<file path="config.mk">
export PLATFORM = sky130hd
export DESIGN_NAME = fb_arbiter
export DESIGN_NICKNAME = d
export VERILOG_FILES = /design/src/rtl/fba_pkg.sv /design/src/rtl/fba_phase_dec.sv /design/src/rtl/fba_pixel_reg.sv /design/src/rtl/fba_write_slot.sv /design/src/rtl/fb_arbiter.sv
export SDC_FILE = /design/constraint.sdc
export NUM_CORES = 1
export LEC_CHECK = 0
export BUFFER_PORTS_ARGS = -buffer_cell sky130_fd_sc_hd__buf_4
export CAP_MARGIN = 20
export CORE_MARGIN = 4
export CORE_UTILIZATION = 35
export DETAILED_ROUTE_END_ITERATION = 16
export PLACE_DENSITY_LB_ADDON = 0.2
export SYNTH_ARGS = -nofsm -noshare
export SYNTH_HDL_FRONTEND = slang
export SYNTH_HIERARCHICAL = 1
export SYNTH_SLANG_ARGS = --single-unit
</file>
<file path="constraint.sdc">
create_clock -name clk -period 1.3 [get_ports clk]
set_input_delay 0.065 -clock clk [delete_from_list [all_inputs] [get_ports clk]]
set_output_delay 0.065 -clock clk [all_outputs]
set_load 0.01 [all_outputs]
</file>
<file path="src/rtl/fba_pkg.sv">
package fba_pkg;

    // Position inside the four-clock access group.
    typedef enum logic [1:0] {
        PH_ADDR  = 2'd0,
        PH_FETCH = 2'd1,
        PH_SLOT  = 2'd2,
        PH_HOLD  = 2'd3
    } phase_e;

    // One-hot phase flags used to steer the datapath.
    typedef struct packed {
        logic addr;
        logic fetch;
        logic slot;
        logic hold;
    } phase_flags_t;

    function automatic phase_flags_t decode_phase(input phase_e ph);
        phase_flags_t f;
        f.addr  = (ph == PH_ADDR);
        f.fetch = (ph == PH_FETCH);
        f.slot  = (ph == PH_SLOT);
        f.hold  = (ph == PH_HOLD);
        return f;
    endfunction

endpackage

</file>
<file path="src/rtl/fba_phase_dec.sv">
module fba_phase_dec
    import fba_pkg::*;
(
    input  logic [1:0]   hcount_lsb,
    output phase_e       phase,
    output phase_flags_t flags
);

    always_comb begin
        phase = phase_e'(hcount_lsb);
        flags = decode_phase(phase);
    end

endmodule

</file>
<file path="src/rtl/fba_pixel_reg.sv">
module fba_pixel_reg #(
    parameter int COLOR_W = 8
) (
    input  logic               clk,
    input  logic               rst,
    input  logic               capture,
    input  logic               video_on,
    input  logic [COLOR_W-1:0] rdata,
    output logic [COLOR_W-1:0] pix
);

    always_ff @(posedge clk) begin
        if (rst) begin
            pix <= '0;
        end else if (capture) begin
            pix <= video_on ? rdata : '0;
        end
    end

endmodule

</file>
<file path="src/rtl/fba_write_slot.sv">
module fba_write_slot
    import fba_pkg::*;
#(
    parameter int COORD_W = 8,
    parameter int COLOR_W = 8,
    localparam int ADDR_W = 2 * COORD_W
) (
    input  logic               clk,
    input  logic               rst,
    input  phase_flags_t       flags,
    input  logic               wr_req,
    input  logic [COORD_W-1:0] wr_x,
    input  logic [COORD_W-1:0] wr_y,
    input  logic [COLOR_W-1:0] wr_color,
    output logic               drive,
    output logic               we,
    output logic [ADDR_W-1:0]  waddr,
    output logic [COLOR_W-1:0] wdata,
    output logic               ack
);

    logic               busy_q;
    logic [ADDR_W-1:0]  addr_q;
    logic [COLOR_W-1:0] data_q;
    logic               start;

    assign start = flags.slot & wr_req;

    always_comb begin
        we    = start;
        drive = start | (flags.hold & busy_q);
        waddr = flags.slot ? {wr_y, wr_x} : addr_q;
        wdata = flags.slot ? wr_color : data_q;
    end

    always_ff @(posedge clk) begin
        if (rst) begin
            busy_q <= 1'b0;
            addr_q <= '0;
            data_q <= '0;
            ack    <= 1'b0;
        end else begin
            ack <= flags.hold & busy_q;
            if (flags.slot) begin
                busy_q <= wr_req;
                addr_q <= {wr_y, wr_x};
                data_q <= wr_color;
            end else if (flags.hold) begin
                busy_q <= 1'b0;
            end
        end
    end

endmodule

</file>
<file path="src/rtl/fb_arbiter.sv">
module fb_arbiter
    import fba_pkg::*;
#(
    parameter int CNT_W   = 10,
    parameter int COORD_W = 8,
    parameter int COLOR_W = 8,
    localparam int ADDR_W = 2 * COORD_W,
    localparam int SUB    = CNT_W - COORD_W
) (
    input  logic               clk,
    input  logic               rst,
    input  logic [CNT_W-1:0]   hcount,
    input  logic [CNT_W-1:0]   vcount,
    input  logic               video_on,
    input  logic               wr_req,
    input  logic [COORD_W-1:0] wr_x,
    input  logic [COORD_W-1:0] wr_y,
    input  logic [COLOR_W-1:0] wr_color,
    input  logic [COLOR_W-1:0] sram_rdata,
    output logic [ADDR_W-1:0]  sram_addr,
    output logic [COLOR_W-1:0] sram_wdata,
    output logic               bus_drive,
    output logic               sram_we,
    output logic [COLOR_W-1:0] pix_color,
    output logic               wr_ack
);

    phase_e             phase;
    phase_flags_t       flags;
    logic [ADDR_W-1:0]  rd_addr;
    logic [ADDR_W-1:0]  slot_addr;
    logic [COLOR_W-1:0] slot_data;
    logic               slot_drive;
    logic               slot_we;
    logic               unused_lsb;

    // Block-replicated addressing: each stored pixel spans 2**SUB screen pixels per axis.
    assign rd_addr    = {vcount[CNT_W-1:SUB], hcount[CNT_W-1:SUB]};
    assign unused_lsb = ^{vcount[SUB-1:0], hcount[SUB-1:0], phase};

    fba_phase_dec u_phase (
        .hcount_lsb (hcount[1:0]),
        .phase      (phase),
        .flags      (flags)
    );

    fba_write_slot #(
        .COORD_W (COORD_W),
        .COLOR_W (COLOR_W)
    ) u_wslot (
        .clk      (clk),
        .rst      (rst),
        .flags    (flags),
        .wr_req   (wr_req),
        .wr_x     (wr_x),
        .wr_y     (wr_y),
        .wr_color (wr_color),
        .drive    (slot_drive),
        .we       (slot_we),
        .waddr    (slot_addr),
        .wdata    (slot_data),
        .ack      (wr_ack)
    );

    fba_pixel_reg #(
        .COLOR_W (COLOR_W)
    ) u_pix (
        .clk      (clk),
        .rst      (rst),
        .capture  (flags.fetch),
        .video_on (video_on),
        .rdata    (sram_rdata),
        .pix      (pix_color)
    );

    always_comb begin
        bus_drive  = slot_drive;
        sram_we    = slot_we;
        sram_addr  = slot_drive ? slot_addr : rd_addr;
        sram_wdata = slot_drive ? slot_data : '0;
    end

endmodule

</file>
## Word-level counts from Yosys, hierarchy flattened

Index checks and enable logic that the tools add are counted.
W data, S select, Z words.

- Bits in registers: 34
- Bits of input ports: 56
- Output and inout bits: 35
- Logic and storage cells: 19

- Eq/ne operators: 3
- Mux-type cells: 7
- Bitwise operators: 3
- Reductions and logical operators: 1

Operators by type and width:

| kind | number |
|---|---|
| $mux W16 | 2 |
| $mux W8 | 3 |
| $eq A2 B2 Y1 const B | 2 |
| $and A1 B1 Y1 | 2 |
| $eq A2 B1 Y1 const B | 1 |
| $mux W1 | 2 |
| $reduce_bool A2 Y1 | 1 |
| $or A1 B1 Y1 | 1 |

## Depth between registers and ports, before layout

- Depth in word-level cells: 4
- Mapped depth: 8
- Depth with buffers taken out: 4

## Modules after synthesis

Netlist, hierarchy kept.

Modules (own cells, without submodules):

| module | times used | cells each | area an instance (um2) | seq. area each (um2) |
|---|---|---|---|---|
| fba_write_slot | 1 | 86 | 1014.7 | 520.5 |
| fb_arbiter | 1 | 27 | 317.8 | 0.0 |
| fba_pixel_reg | 1 | 35 | 312.8 | 160.2 |
| fba_phase_dec | 1 | 6 | 41.3 | 0.0 |

## Worst setup path before layout

No wires, ideal clock.

- Path type: input port to output port
- From: input hcount[0]
- To: output sram_addr[10]
- Arrival time: 1323 ps
- Data required time: 1235 ps
- Slack: -88 ps
- Stages on the path: 8
- Path buffers: 4
- Path through: and2b_2 buf_6 buf_6 nand2_1 nand2_1 buf_6 buf_12 mux2_4

- Cells in the longest elaborated chain, start to end: 4
- Elaborated cells on any way between the ends: 7
- Those cells by class: eq/ne (2); mux (2); bitwise (3)

RTL lines:

| element | RTL line | source |
|---|---|---|
| from (decl) | fb_arbiter.sv:12 | `input logic [CNT_W-1:0] hcount,` |
| $eq A2 B2 Y1, on equally long branches | fba_pkg.sv:23, fba_pkg.sv:24 |  |
| $and A1 B1 Y1, on equally long branches | fba_write_slot.sv:27, fba_write_slot.sv:31 |  |
| $or A1 B1 Y1 (*) | fba_write_slot.sv:31 | `drive = start \| (flags.hold & busy_q);` |
| named net bus_drive | fb_arbiter.sv:22 | `output logic bus_drive,` |
| $mux W16 (*) | fb_arbiter.sv:79 | `sram_addr = slot_drive ? slot_addr : rd_addr;` |
| to (decl) | fb_arbiter.sv:20 | `output logic [ADDR_W-1:0] sram_addr,` |

The timed path passes the listed nets; every way through them passes the cells marked *.

## Final worst setup path

- From: register u_wslot.busy_q
- To: output sram_addr[13]

- Cells in the longest elaborated chain, start to end: 3

RTL lines:

| element | RTL line | source |
|---|---|---|
| from (decl) | fba_write_slot.sv:22 | `logic busy_q;` |
| from (signal assigned) | fba_write_slot.sv:45 | `busy_q <= wr_req;` |
| $and A1 B1 Y1 | fba_write_slot.sv:31 |  |
| $or A1 B1 Y1 | fba_write_slot.sv:31 |  |
| $mux W16 | fb_arbiter.sv:79 |  |

Every way passes these cells.

==> metrics <==
status finished with violations; failing checks setup timing; Worst R2R End u_wslot/busy_q; Max transition margin 0.764; drt total wl slightly above 4000 um; fmax 696 MHz; Post-Syn Instances approximately 150; Die H between 70 and 80 um; critical path, cell by cell nand2_4, nand2_4, buf_12, mux2_4, buf_6; GPL Wtd Cong approximately 0.68; Avg Cell Area, Syn 11.0 um2; Routed WL per cell 13.6 um; Hold EP u_pix/pix[1]; Lkg Pwr between 1 and 1.5 nW; Max Fanout on Critical Path 8; Slew Viols, Final 0; Pwr Density a little over 900 nW/um2; clk slew on worst S/H paths approximately 0.070 ns; Clock Skews approximately 0.0018 ns; syn_nets a little over 200; R2R cell count 2; GRT Max-Usage Layer met2; Die Wd about 77 um; die area around 6000 um2; cts hold-fix bufs 0; clk root buf clkbuf_8; largest net degree at the start of global routing 35; final worst slack -0.137 ns; FF-to-FF Start u_wslot/busy_q; GRT Overall Usage 0.141; Max-Cap Viols 0; row count 24; vias in the first global route around 1400; total CTS buffers 5; hold slack final between 0.06 and 0.07 ns; 1st-pass router iterations 4; Peak VDD IR between 0.4 and 0.5 mV; Post-Route Setup TNS -2.33 ns; period utilisation layout 1.11; H-tree depth 2; CTS Buffer Depth 2; CTS sink cnt 34; minimum clock period after layout approximately 1.4 ns; element type at the critical path start flip-flop; CP endpoint kind output pin; first-pass GRT wire length 6690 um; GR Layer Usage met1 0.171; WP data arrival between 1 and 1.5 ns; antenna violations before repair 0; Layout area overhead 63.2%; WP data required about 1.2 ns; Hold Path Depth 3; Yosys warnings 6; Crit path top cell by count nand2_4; CP peak stage delay roughly 0.35 ns; TritonCTS clock tree done; DRT antenna net count 0; core area 4470 um2; WS Path Type flip-flop to output pin; dpl hpwl around 3000 um; Initial Utilization 0.373; worst-skew pair later-pin latency ~0.28 ns; Setup-failing EPs final 24; DRC viols 0; share of cells above drive strength 1 0.647; synthesized area about 1700 um2; gr ovfl total 0; Slew @ Worst Pin between 0.3 and 0.4 ns; M3 GR Usage 0.0597; PortBufs between 80 and 90; critical hold path startpoint sram_rdata[1]; Fin. Hold Viols 0; RSZ-0062 raised after global routing true; pre-CTS setup slack -0.130 ns; Worst Hold Class primary input to flip-flop; Nets 307; I/O pin count just over 90; vias per cell about 4.6; antenna cells 0; Slowest-stage cell, CP dfxtp_2; met2 Use GR 0.220; First DRT Iteration DRCs 67; routed via count approximately 1400; R2R setup slack about 0.4 ns
-- power breakdown --
group	switching [mW]	leakage, nW	internal (mW)
sequential	0.0130	0.278	1.09
combinational	0.201	0.963	0.392
clock	0.355	0.0482	0.427
-- metrics by stage --
| step | std cells | util | cell area, um2 | total power, mW |
|---|---|---|---|---|
| after global routing | 304 | 0.608 | 2720 | 2.61 |
| after floorplan | 151 | - | 1680 | 1.40 |
| final | 304 | 0.608 | 2720 | 2.47 |
| after global placement | 293 | 0.545 | 2440 | 1.65 |
| after detailed placement | 293 | 0.545 | 2440 | 1.65 |
| after CTS | 302 | 0.600 | 2680 | 2.51 |
-- layout make-up --
type	instances	area [um2]
clock buffers	7	86.3
clock inverters	1	5.00
well taps	52	65.1
multi-input cells	105	942
repair buffers	104	937
inverters	1	3.75
flip-flops and latches	34	682
fillers	404	1750
-- sequential cells by signal, summed over array words and instances (netlist names) --
register,flops
u_wslot/data_q,8
u_pix/pix,8
u_wslot/busy_q,1
u_wslot/addr_q,16
u_wslot/ack,1
-- cells in the final DEF, fill, tap and decap left out --
cell type  count
dfxtp_2        1
inv_1          1
a21oi_1        9
nand2_4        3
clkbuf_8       6
mux2_1         2
or3b_1         1
dfxtp_1       33
clkbuf_16      1
buf_12         3
mux2_4        18
clkinv_2       1
buf_6         27
and2_2         1
nor2b_1       25
nand3_1        8
mux2_2        20
and2b_2        1
nor2_1         1
nand2b_1       8
and2_4         8
clkbuf_1       1
buf_4         73
-- routing by layer --
metal,routed length [um],vias up
li1,-,705
met1,1740,651
met2,2040,51
met3,351,2
met4,12,0
met5,0,-
-- critical path: cells and delay by family (launching register included) --
family                 cells  cell delay (ns)
buffers and inverters      2             0.27
AND/OR/NAND/NOR            2             0.16
flip-flops                 1             0.35
multiplexers               1             0.31
-- how the worst max path moves through the flow --
stage	start	endpoint	slack, ns	depth (start not counted)
after detailed placement	hcount[0]	sram_addr[13]	-0.13	8
after global placement	hcount[0]	sram_addr[0]	-0.12	8
after floorplan	hcount[0]	sram_addr[10]	-0.0007	8
after CTS	u_wslot/busy_q	sram_addr[8]	-0.14	5
final	u_wslot/busy_q	sram_addr[13]	-0.14	5
after global routing	u_wslot/busy_q	sram_addr[13]	-0.19	5
-- what timing repair did --
action	4_1_cts	5_1_grt
endpoints found under the setup margin	24	24
cloned	0	1
buffers inserted	1	1
pin swaps	2	2
resized for setup	43	1
No activity file was read; power rests on OpenSTA's default activity.
